$ cat config.mk
export PLATFORM = sky130hd
export DESIGN_NAME = wb2way_cache
export DESIGN_NICKNAME = d
export VERILOG_FILES = /design/src/rtl/wb2way_pkg.sv /design/src/rtl/wb2way_missq.sv /design/src/rtl/wb2way_store.sv /design/src/rtl/wb2way_cache.sv
export SDC_FILE = /design/constraint.sdc
export NUM_CORES = 2
export LEC_CHECK = 0
export ABC_AREA = 1
export BUFFER_PORTS_ARGS = -buffer_cell sky130_fd_sc_hd__buf_2
export CORE_MARGIN = 8
export CORE_UTILIZATION = 25
export DETAILED_ROUTE_END_ITERATION = 6
export MAX_ROUTING_LAYER = met4
export PLACE_DENSITY = 0.4
export SETUP_SLACK_MARGIN = 0.02
export SYNTH_ARGS = -nofsm -noshare
export SYNTH_HDL_FRONTEND = slang
export SYNTH_SLANG_ARGS = --single-unit
$ cat constraint.sdc
create_clock -name clk -period 9.35 [get_ports clk]
set_input_delay 1.87 -clock clk [delete_from_list [all_inputs] [get_ports clk]]
set_output_delay 1.87 -clock clk [all_outputs]
set_load 0.01 [all_outputs]
$ cat src/rtl/wb2way_pkg.sv
package wb2way_pkg;

    // One action per cycle, listed in priority order after IDLE
    typedef enum logic [2:0] {
        ACT_IDLE,
        ACT_HIT,
        ACT_EVICT,
        ACT_ISSUE,
        ACT_FILL
    } act_e;

endpackage

$ cat src/rtl/wb2way_missq.sv
module wb2way_missq #(
    parameter int DEPTH = 2,
    parameter int ENT_W = 8
) (
    input  logic             clk,
    input  logic             rst_n,
    input  logic             push,
    input  logic [ENT_W-1:0] push_data,
    input  logic             pop,
    output logic [ENT_W-1:0] head,
    output logic             full,
    output logic             empty
);
    localparam int PTR_W = (DEPTH > 1) ? $clog2(DEPTH) : 1;
    localparam int CNT_W = $clog2(DEPTH + 1);

    logic [ENT_W-1:0] slots [DEPTH];
    logic [PTR_W-1:0] wr_ptr, rd_ptr;
    logic [CNT_W-1:0] cnt;

    assign full  = (cnt == CNT_W'(DEPTH));
    assign empty = (cnt == '0);
    assign head  = slots[rd_ptr];

    function automatic logic [PTR_W-1:0] advance(input logic [PTR_W-1:0] p);
        return (p == PTR_W'(DEPTH - 1)) ? '0 : p + 1'b1;
    endfunction

    always_ff @(posedge clk) begin
        if (!rst_n) begin
            wr_ptr <= '0;
            rd_ptr <= '0;
            cnt    <= '0;
        end else begin
            if (push) wr_ptr <= advance(wr_ptr);
            if (pop)  rd_ptr <= advance(rd_ptr);
            case ({push, pop})
                2'b10:   cnt <= cnt + 1'b1;
                2'b01:   cnt <= cnt - 1'b1;
                default: cnt <= cnt;
            endcase
        end
    end

    always_ff @(posedge clk) begin
        if (push) slots[wr_ptr] <= push_data;
    end

endmodule

$ cat src/rtl/wb2way_store.sv
module wb2way_store
    import wb2way_pkg::*;
#(
    parameter int TAG_W  = 7,
    parameter int IDX_W  = 3,
    parameter int OFF_W  = 2,
    parameter int WORD_W = 16
) (
    input  logic                        clk,
    input  logic                        rst_n,
    // lookup of the presented request
    input  logic [TAG_W-1:0]            lk_tag,
    input  logic [IDX_W-1:0]            lk_idx,
    input  logic [OFF_W-1:0]            lk_off,
    output logic                        lk_hit,
    output logic                        lk_way,
    output logic [WORD_W-1:0]           lk_word,
    output logic                        vic_way,
    output logic                        vic_dirty,
    output logic [TAG_W-1:0]            vic_tag,
    output logic [(WORD_W<<OFF_W)-1:0]  vic_line,
    // update commands
    input  act_e                        act,
    input  logic                        wr_en,
    input  logic [WORD_W-1:0]           wr_data,
    input  logic                        fl_way,
    input  logic [IDX_W-1:0]            fl_idx,
    input  logic [TAG_W-1:0]            fl_tag,
    input  logic [(WORD_W<<OFF_W)-1:0]  fl_line,
    input  logic                        fl_dirty
);
    localparam int SETS   = 1 << IDX_W;
    localparam int NWAY   = 2;
    localparam int LINE_W = WORD_W << OFF_W;

    logic [SETS-1:0]   vld [NWAY];
    logic [SETS-1:0]   dty [NWAY];
    logic [SETS-1:0]   lru;
    logic [TAG_W-1:0]  tags  [NWAY][SETS];
    logic [LINE_W-1:0] lines [NWAY][SETS];

    logic [NWAY-1:0]   hit_vec;

    // parallel tag compare, one comparator per way
    for (genvar w = 0; w < NWAY; w++) begin : g_cmp
        assign hit_vec[w] = vld[w][lk_idx] && (tags[w][lk_idx] == lk_tag);
    end

    always_comb begin
        lk_hit  = |hit_vec;
        lk_way  = hit_vec[1];
        lk_word = lines[lk_way][lk_idx][lk_off*WORD_W +: WORD_W];
        if (!vld[0][lk_idx])      vic_way = 1'b0;
        else if (!vld[1][lk_idx]) vic_way = 1'b1;
        else                      vic_way = lru[lk_idx];
        vic_dirty = vld[vic_way][lk_idx] && dty[vic_way][lk_idx];
        vic_tag   = tags[vic_way][lk_idx];
        vic_line  = lines[vic_way][lk_idx];
    end

    // control bits: valid, dirty, LRU
    always_ff @(posedge clk) begin
        if (!rst_n) begin
            for (int w = 0; w < NWAY; w++) begin
                vld[w] <= '0;
                dty[w] <= '0;
            end
            lru <= '0;
        end else begin
            case (act)
                ACT_HIT: begin
                    lru[lk_idx] <= ~lk_way;
                    if (wr_en) dty[lk_way][lk_idx] <= 1'b1;
                end
                ACT_EVICT: begin
                    vld[vic_way][lk_idx] <= 1'b0;
                    dty[vic_way][lk_idx] <= 1'b0;
                end
                ACT_ISSUE: lru[lk_idx] <= ~lru[lk_idx];
                ACT_FILL: begin
                    vld[fl_way][fl_idx] <= 1'b1;
                    dty[fl_way][fl_idx] <= fl_dirty;
                end
                default: ;
            endcase
        end
    end

    // tag and data arrays, no reset
    always_ff @(posedge clk) begin
        if (act == ACT_HIT && wr_en)
            lines[lk_way][lk_idx][lk_off*WORD_W +: WORD_W] <= wr_data;
        if (act == ACT_FILL) begin
            tags[fl_way][fl_idx]  <= fl_tag;
            lines[fl_way][fl_idx] <= fl_line;
        end
    end

endmodule

$ cat src/rtl/wb2way_cache.sv
module wb2way_cache
    import wb2way_pkg::*;
#(
    parameter int ADDR_W   = 12,
    parameter int WORD_W   = 16,
    parameter int OFF_W    = 2,
    parameter int IDX_W    = 3,
    parameter int MQ_DEPTH = 2
) (
    input  logic                        clk,
    input  logic                        rst_n,
    input  logic                        cpu_req_valid,
    input  logic                        cpu_req_write,
    input  logic [ADDR_W-1:0]           cpu_req_addr,
    input  logic [WORD_W-1:0]           cpu_req_wdata,
    output logic                        cpu_req_accept,
    output logic                        cpu_resp_valid,
    output logic [WORD_W-1:0]           cpu_resp_data,
    output logic                        mem_req_valid,
    output logic                        mem_req_write,
    output logic [ADDR_W-1:0]           mem_req_addr,
    output logic [(WORD_W<<OFF_W)-1:0]  mem_req_line,
    input  logic                        mem_req_ready,
    input  logic                        mem_resp_valid,
    input  logic [(WORD_W<<OFF_W)-1:0]  mem_resp_line,
    output logic                        mem_resp_take
);
    localparam int TAG_W  = ADDR_W - IDX_W - OFF_W;
    localparam int LINE_W = WORD_W << OFF_W;

    typedef struct packed {
        logic              way;
        logic [IDX_W-1:0]  idx;
        logic [TAG_W-1:0]  tag;
        logic [OFF_W-1:0]  off;
        logic              write;
        logic [WORD_W-1:0] wdata;
    } mq_ent_t;

    localparam int ENT_W = $bits(mq_ent_t);

    logic [TAG_W-1:0]  req_tag;
    logic [IDX_W-1:0]  req_idx;
    logic [OFF_W-1:0]  req_off;
    logic              lk_hit, lk_way, vic_way, vic_dirty;
    logic [WORD_W-1:0] lk_word;
    logic [TAG_W-1:0]  vic_tag;
    logic [LINE_W-1:0] vic_line, fill_line;
    logic              q_full, q_empty;
    logic [ENT_W-1:0]  q_head_bits;
    mq_ent_t           q_head, q_new;
    act_e              act;

    assign req_tag = cpu_req_addr[ADDR_W-1 -: TAG_W];
    assign req_idx = cpu_req_addr[OFF_W +: IDX_W];
    assign req_off = cpu_req_addr[OFF_W-1:0];
    assign q_head  = mq_ent_t'(q_head_bits);

    always_comb begin
        q_new       = '0;
        q_new.way   = vic_way;
        q_new.idx   = req_idx;
        q_new.tag   = req_tag;
        q_new.off   = req_off;
        q_new.write = cpu_req_write;
        q_new.wdata = cpu_req_wdata;
    end

    // action selection, priority HIT > EVICT > ISSUE > FILL
    always_comb begin
        act = ACT_IDLE;
        if (cpu_req_valid && lk_hit)
            act = ACT_HIT;
        else if (cpu_req_valid && vic_dirty && mem_req_ready)
            act = ACT_EVICT;
        else if (cpu_req_valid && !vic_dirty && mem_req_ready && !q_full)
            act = ACT_ISSUE;
        else if (mem_resp_valid && !q_empty)
            act = ACT_FILL;
    end

    // store word merged into the fetched line on a store miss
    always_comb begin
        fill_line = mem_resp_line;
        if (q_head.write)
            fill_line[q_head.off*WORD_W +: WORD_W] = q_head.wdata;
    end

    // outputs of the chosen action
    always_comb begin
        cpu_req_accept = 1'b0;
        cpu_resp_valid = 1'b0;
        cpu_resp_data  = '0;
        mem_req_valid  = 1'b0;
        mem_req_write  = 1'b0;
        mem_req_addr   = '0;
        mem_req_line   = '0;
        mem_resp_take  = 1'b0;
        unique case (act)
            ACT_IDLE: ;
            ACT_HIT: begin
                cpu_req_accept = 1'b1;
                cpu_resp_valid = !cpu_req_write;
                cpu_resp_data  = lk_word;
            end
            ACT_EVICT: begin
                mem_req_valid = 1'b1;
                mem_req_write = 1'b1;
                mem_req_addr  = {vic_tag, req_idx, {OFF_W{1'b0}}};
                mem_req_line  = vic_line;
            end
            ACT_ISSUE: begin
                cpu_req_accept = 1'b1;
                mem_req_valid  = 1'b1;
                mem_req_addr   = {req_tag, req_idx, {OFF_W{1'b0}}};
            end
            ACT_FILL: begin
                mem_resp_take  = 1'b1;
                cpu_resp_valid = !q_head.write;
                cpu_resp_data  = mem_resp_line[q_head.off*WORD_W +: WORD_W];
            end
        endcase
    end

    wb2way_store #(
        .TAG_W (TAG_W),
        .IDX_W (IDX_W),
        .OFF_W (OFF_W),
        .WORD_W(WORD_W)
    ) u_store (
        .clk      (clk),
        .rst_n    (rst_n),
        .lk_tag   (req_tag),
        .lk_idx   (req_idx),
        .lk_off   (req_off),
        .lk_hit   (lk_hit),
        .lk_way   (lk_way),
        .lk_word  (lk_word),
        .vic_way  (vic_way),
        .vic_dirty(vic_dirty),
        .vic_tag  (vic_tag),
        .vic_line (vic_line),
        .act      (act),
        .wr_en    (cpu_req_write),
        .wr_data  (cpu_req_wdata),
        .fl_way   (q_head.way),
        .fl_idx   (q_head.idx),
        .fl_tag   (q_head.tag),
        .fl_line  (fill_line),
        .fl_dirty (q_head.write)
    );

    wb2way_missq #(
        .DEPTH(MQ_DEPTH),
        .ENT_W(ENT_W)
    ) u_missq (
        .clk      (clk),
        .rst_n    (rst_n),
        .push     (act == ACT_ISSUE),
        .push_data(q_new),
        .pop      (act == ACT_FILL),
        .head     (q_head_bits),
        .full     (q_full),
        .empty    (q_empty)
    );

endmodule

======== After elaboration in Yosys (flattened, before gate mapping) ========
Memories as Yosys holds them, arrays and structs flattened. A register that Yosys moved wholly into a read port is not among the register bits.
Index checks and enable logic that the tools add are counted.
storage, ports and cells
  logic and storage cells ................. 166
  output and inout bits ................... 97
  input bits .............................. 98
  RAM bits ................................ 1228
  register bits ........................... 12
  memories kept ........................... 5
memory list
  memory         words  width  read ports  clocked after memory_dff  wr ports  line                text
  u_store.lines  2      512    2           0                         1         wb2way_store.sv:40  logic [LINE_W-1:0] lines [NWAY][SETS];
  u_store.tags   2      56     3           0                         1         wb2way_store.sv:39  logic [TAG_W-1:0] tags [NWAY][SETS];
  u_missq.slots  2      30     1           1                         1         wb2way_missq.sv:17  logic [ENT_W-1:0] slots [DEPTH];
  u_store.dty    2      8      1           0                         2         wb2way_store.sv:37  logic [SETS-1:0] dty [NWAY];
  u_store.vld    2      8      3           0                         2         wb2way_store.sv:36  logic [SETS-1:0] vld [NWAY];
operators by class
  eq/ne operators ......................... 9
  $lt $le $gt $ge ......................... 8
  shifts and indexed selects .............. 6
  bitwise gates (word level) .............. 4
  muxes and demuxes ....................... 92
  reduce and logical (&&, ||, !) cells .... 32
  add/subtract/negate cells ............... 6
operator list
  operator                                                                   number
  512-bit two-way mux                                                        4
  64-bit two-way mux                                                         8
  512-bit OR reduction                                                       1
  64-bit binary-select mux with 3-bit select                                 2
  64-bit demux with 3-bit select                                             2
  16-bit by 34-bit variable shift with 64-bit output (first input constant)  2
  16-bit by 34-bit indexed part select with 64-bit output                    2
  64-bit by 7-bit indexed part select with 16-bit output                     2
  8-bit two-way mux                                                          13
  6-bit negator with 34-bit output                                           2
  64-bit bitwise mux                                                         1
  7-bit binary-select mux with 3-bit select                                  3
  56-bit two-way mux                                                         1
  7-bit two-way mux                                                          7
  8-bit OR reduction                                                         5
  1-bit two-way mux                                                          32
  16-bit case mux with 2 select lines                                        1
  12-bit case mux with 2 select lines                                        1
  7-bit demux with 3-bit select                                              1
  8-bit bitwise mux                                                          2
  8-bit case mux with 2 select lines                                         1
  1-bit binary-select mux with 3-bit select                                  5
  1-bit logical AND                                                          15
  7-bit equality test                                                        2
  other kinds (22)                                                           42

======== Logic depth before layout (Yosys ltp) ========
An unclocked memory read counts as a cell.
  depth after elaboration ................. 23
  mapped depth ............................ 27
  mapped depth without buffers ............ 24

======== Cells and area by module ========
Synthesis repeated with hierarchy kept, for this count alone.
unflattened totals
  cell total of the unflattened synthesis .. 7490
  area, all modules ....................... 65422.7 um^2
by module, submodules not included
  module        times used  sequential area each (um^2)  area each (um^2)  cells each
  wb2way_store  1           35233.8                      60312.8           6774
  wb2way_cache  1           0.0                          2597.5            588
  wb2way_missq  1           1901.8                       2512.4            128

======== Least setup slack after synthesis ========
OpenSTA, ideal clock, no wires.
  path kind ............................... input-to-output
  start ................................... input cpu_req_addr[3]
  end ..................................... output mem_req_line[3]
  arrival time ............................ 4.368 ns
  stages on the path ...................... 15
  path slack .............................. 3.112 ns
  path buffers ............................ 4
  required time ........................... 7.480 ns
  cells stage by stage .................... buf_2 inv_2 nor2_2 o211ai_1 nand2_1 nor2_1 nand2_1 nand2_2 buf_6 inv_2 buf_2 clkbuf_1 nand2_1 a32o_1 a2111oi_0
between the ends
  word-level cells in the longest chain between the ends .. 17
  elaborated cells on any way between the ends .. 43
  those cells by class .................... eq/ne: 3; mux: 25; bitwise: 1; reduce/logical: 11; memory: 3
RTL lines
  element                                                       line                                                        text
  from (decl)                                                   wb2way_cache.sv:14                                          input logic [ADDR_W-1:0] cpu_req_addr,
  1-bit binary-select mux with 3-bit select (on tied branches)  wb2way_store.sv:55, wb2way_store.sv:46, wb2way_store.sv:54
  1-bit two-way mux (on tied branches)                          wb2way_store.sv:55, wb2way_store.sv:46, wb2way_store.sv:54
  1-bit two-way mux                                             wb2way_store.sv:54                                          else if (!vld[1][lk_idx]) vic_way = 1'b1;
  1-bit two-way mux                                             wb2way_store.sv:53                                          if (!vld[0][lk_idx]) vic_way = 1'b0;
  memory 2 x 8 bit (on tied branches)                           -
  1-bit binary-select mux with 3-bit select                     wb2way_store.sv:56                                          vic_dirty = vld[vic_way][lk_idx] && dty[vic_way][lk_idx];
  1-bit two-way mux (not written as such)                       wb2way_store.sv:56
  1-bit logical AND                                             wb2way_store.sv:56
  1-bit logical NOT                                             wb2way_cache.sv:76                                          else if (cpu_req_valid && !vic_dirty && mem_req_ready && !q_full)
  1-bit logical AND (3 in series)                               wb2way_cache.sv:76
  3-bit two-way mux                                             wb2way_cache.sv:76
  3-bit two-way mux                                             wb2way_cache.sv:74                                          else if (cpu_req_valid && vic_dirty && mem_req_ready)
  3-bit two-way mux                                             wb2way_cache.sv:72                                          if (cpu_req_valid && lk_hit)
  3-bit by 2-bit equality test with 1-bit output                wb2way_cache.sv:99                                          unique case (act)
  64-bit two-way mux (*)                                        wb2way_cache.sv:99
  to (decl)                                                     wb2way_cache.sv:22                                          output logic [(WORD_W<<OFF_W)-1:0] mem_req_line,
Mark *: on every way between the ends. The rest lies on a longest branch, timed or not. The select of a mux whose other input is x is not followed.

======== Worst setup path after layout ========
  start ................................... input cpu_req_addr[2]
  end ..................................... output mem_req_line[63]
The elaborated chain is that of the path after synthesis.

==> results.ini <==
[critical_path]
crit_buf_inv=8
cpMostUsedCell=nand2_1
arrival_ps=6590
critPathCaptureType=output port
crit_slowest_cell=a2111oi_0
cp_max_fo=83
r2r_cells=21
cpLargestDelayFamily=buffers and inverters
r2r-start=u_store.vld[0][2]
slowest_delay_ps=800
ff2ff_setup_slack_ps=3700
critPathKind=input pin to output port
crit_chain=buf_8 > inv_8 > o21ai_0 > nand2_1 > nand2_1 > nor2_1 > nand2_8 > buf_4 > inv_8 > buf_12 > buf_12 > nand2_1 > and3_1 > o21ai_0 > nand2_1 > a2111oi_0 > buf_4 > buf_2
cp-start-kind=input pin
required_ps=7480
r2r-end=u_store.lines[0][97]

[die]
start_util_pct=25.0
die_h_um=528
dieArea_um2=278000
rows=188
core_area_um2=261000
die_width_um=528
io_pins=195

[sta]
report.final.slew_viol_count=0
hold_viol_final=0
fin_tns_setup_ps=0
max_freq_mhz=118
slew_headroom_pct=11.8
skew_ps=45.0
layout_min_cycle_time_ps=8460
worstMarginPinSlew_ps=1320
rsz0062_at_grt=no
whs_ps=462
setup_viol=0
fin_crit_sh_pct=90.5

[finish]
syn2layout_area_growth_pct=16.9
layoutNonFillerInstCount=11300
final_nets=7743
drive_gt1_share_pct=11.2
n_fill_cell=27600

[grt]
grt.overflow.total=0
grt_pass1_wl_mm=417
use_met2_pct=33.8
grtUsageTotal_pct=21.1
antenna_found_initial=17
met3_usage_pct=2.72
grt_pass1_vias=54700
grt_max_degree=149
globalRoute.busiestLayer=met2
use_met1_pct=27.6

[clock_network]
cts_tree=done
cts_resized=0
cts.path.max_buffers=3
clock-sinks=1241
postCtsHoldBufs=0
post_cts_buffers=0
htree_num_levels=4
clkLatencyLatePin_ps=810
cts-root-buf=clkbuf_16
clk_pin_slew_ps=50
cts-buffers-inserted=151

[synthesis]
synthXorXnorAreaFrac_pct=0.0134
synth_top_family_by_area=simple AND/OR/NAND/NOR gates
synth_async_sr_flop_share_pct=0
synth_cells=7553
synth_area_um2=65400
synth_edf_count=1228
ys_seq_area_share_pct=56.7
ys_ff_latch=1241
synthDistinctLibCells=52
yosys.area_share.adder_pct=0.191
synthFlopType=edfxtp_1
synth_mux_area_share_pct=0.0153
ys_warn_count=0
yosys.area_share.simple_pct=25.7
synth_compound_area_share_pct=10.5
syn_avg_cell_area_um2=8.66

[routing]
drt_iter0_markers=6712
wirelength_mm=298
vias=58000
via_per_inst=5.14
dr.pass1.iters=6
drc_errors=0
avgRoutedWirePerCell_um=26.5
drtAntennaViolNets=0

[min_path]
hold_path_end=u_missq.rd_ptr
min-delay-start=u_missq.rd_ptr
min_path_type=flop to flop
holdPathStages=1

[status]
outcome=complete, no violations

[pwr]
power_density_nw_per_um2=190
clockPowerShare_pct=41.0
internal-power_mw=10.3
p_comb_share_pct=15.3
switching_share_pct=29.1
ir_drop_uv=125
p_seq_share_pct=43.8
p_sw_mw=4.22
p_leak_nw=29.7

[placement]
port_buffers=192
gp_congestion=0.865
placedCellCount=11000
place_hpwl_mm=181

[job]
cap_violations=0

routing by layer:
layer | part of all wire (%) | routed length, um
met1 | 43 | 130000
met2 | 47 | 139000
met3 | 6.1 | 18200
met4 | 3.7 | 11200
met5 | 0 | 0
layout by cell type, fill, tap and decap left out, types with 158 or more instances in the layout:
cell type,instances
buf_2,192
buf_4,268
nand2_1,2242
nand3_1,1065
clkbuf_16,158
o21ai_0,438
edfxtp_1,1228
a21oi_1,276
nor2_1,472
inv_1,554
logic make-up after synthesis:
family | after synthesis
buf+inv | 1139
simple gates | 4015
compound gates | 1145
fa+ha+maj | 10
xor+xnor | 1
flops | 1241
mux | 1
other cells | 1
power groups by stage:
| stage | combinational, mW | sequential, mW | clock, mW |
|---|---|---|---|
| after CTS | 2.22 | 6.36 | 6.07 |
| after detailed placement | 2.21 | 6.48 | 0 |
| after global routing | 2.37 | 6.36 | 6.27 |
| after floorplan | 1.19 | 6.47 | 0 |
| after global placement | 2.21 | 6.48 | 0 |
| final | 2.22 | 6.36 | 5.95 |
stage by stage:
| stage | setup slack, ps | instance area (um^2) | total power, mW | utilization (%) |
|---|---|---|---|---|
| finish | 885 | 76500 | 14.5 | 29.3 |
| global route | 525 | 76500 | 15.0 | 29.3 |
| CTS | 697 | 76500 | 14.6 | 29.3 |
| detailed placement | 698 | 71600 | 8.69 | 27.4 |
| global placement | 385 | 71600 | 8.69 | 27.4 |
| floorplan | 3110 | 65400 | 7.66 | - |
Yosys cell counts (all sizes together), types with 11 or more instances:
master | number | area (um^2)
a2111oi | 28 | 245
a311oi | 11 | 96.3
nand3 | 1065 | 5330
clkbuf | 336 | 1260
nor3 | 16 | 80.1
o22ai | 55 | 344
dfxtp | 13 | 260
nand2 | 2251 | 8470
a31o | 20 | 175
o2111ai | 13 | 114
a21oi | 276 | 1380
inv | 570 | 2140
or3 | 16 | 100
a211oi | 24 | 180
buf | 229 | 1070
a31oi | 31 | 194
edfxtp | 1228 | 36900
a32o | 94 | 941
nor2 | 550 | 2090
o211ai | 57 | 428
o21ai | 513 | 2570
and3 | 19 | 119
nand4 | 76 | 475
or2 | 11 | 68.8
how the worst max path moves through the flow:
stage / start / to / slack, ps / depth (start not counted)
6_report: cpu_req_addr[2] / mem_req_line[63] / 890 / 18
5_1_grt: cpu_req_addr[2] / mem_req_line[63] / 530 / 18
4_1_cts: cpu_req_addr[2] / mem_req_line[63] / 700 / 18
3_5_place_dp: cpu_req_addr[2] / mem_req_line[63] / 700 / 18
3_3_place_gp: cpu_req_addr[2] / mem_req_line[44] / 390 / 16
2_1_floorplan: cpu_req_addr[3] / mem_req_line[3] / 3110 / 15
final cells by class:
type / count / area, um^2 / share of cell area, %
antenna: 4 / 10.0 / 0.0131
clock buffer: 198 / 4160 / 5.44
clock inverter: 73 / 704 / 0.921
inverter: 574 / 2190 / 2.86
multi-input combinational: 5174 / 24300 / 31.7
sequential: 1241 / 37100 / 48.5
tap: 3515 / 4400 / 5.75
timing repair buffer: 493 / 3620 / 4.73
state kept, by name, indices dropped and copies added (netlist names), named ones only:
name,cells
u_missq.cnt,2
u_missq.wr_ptr,1
u_store.vld,16
u_store.lines,1024
u_store.tags,112
u_missq.rd_ptr,1
u_store.lru,8
u_store.dty,16
u_missq.slots,60
Note: power is estimated with default switching activity, not from simulation.
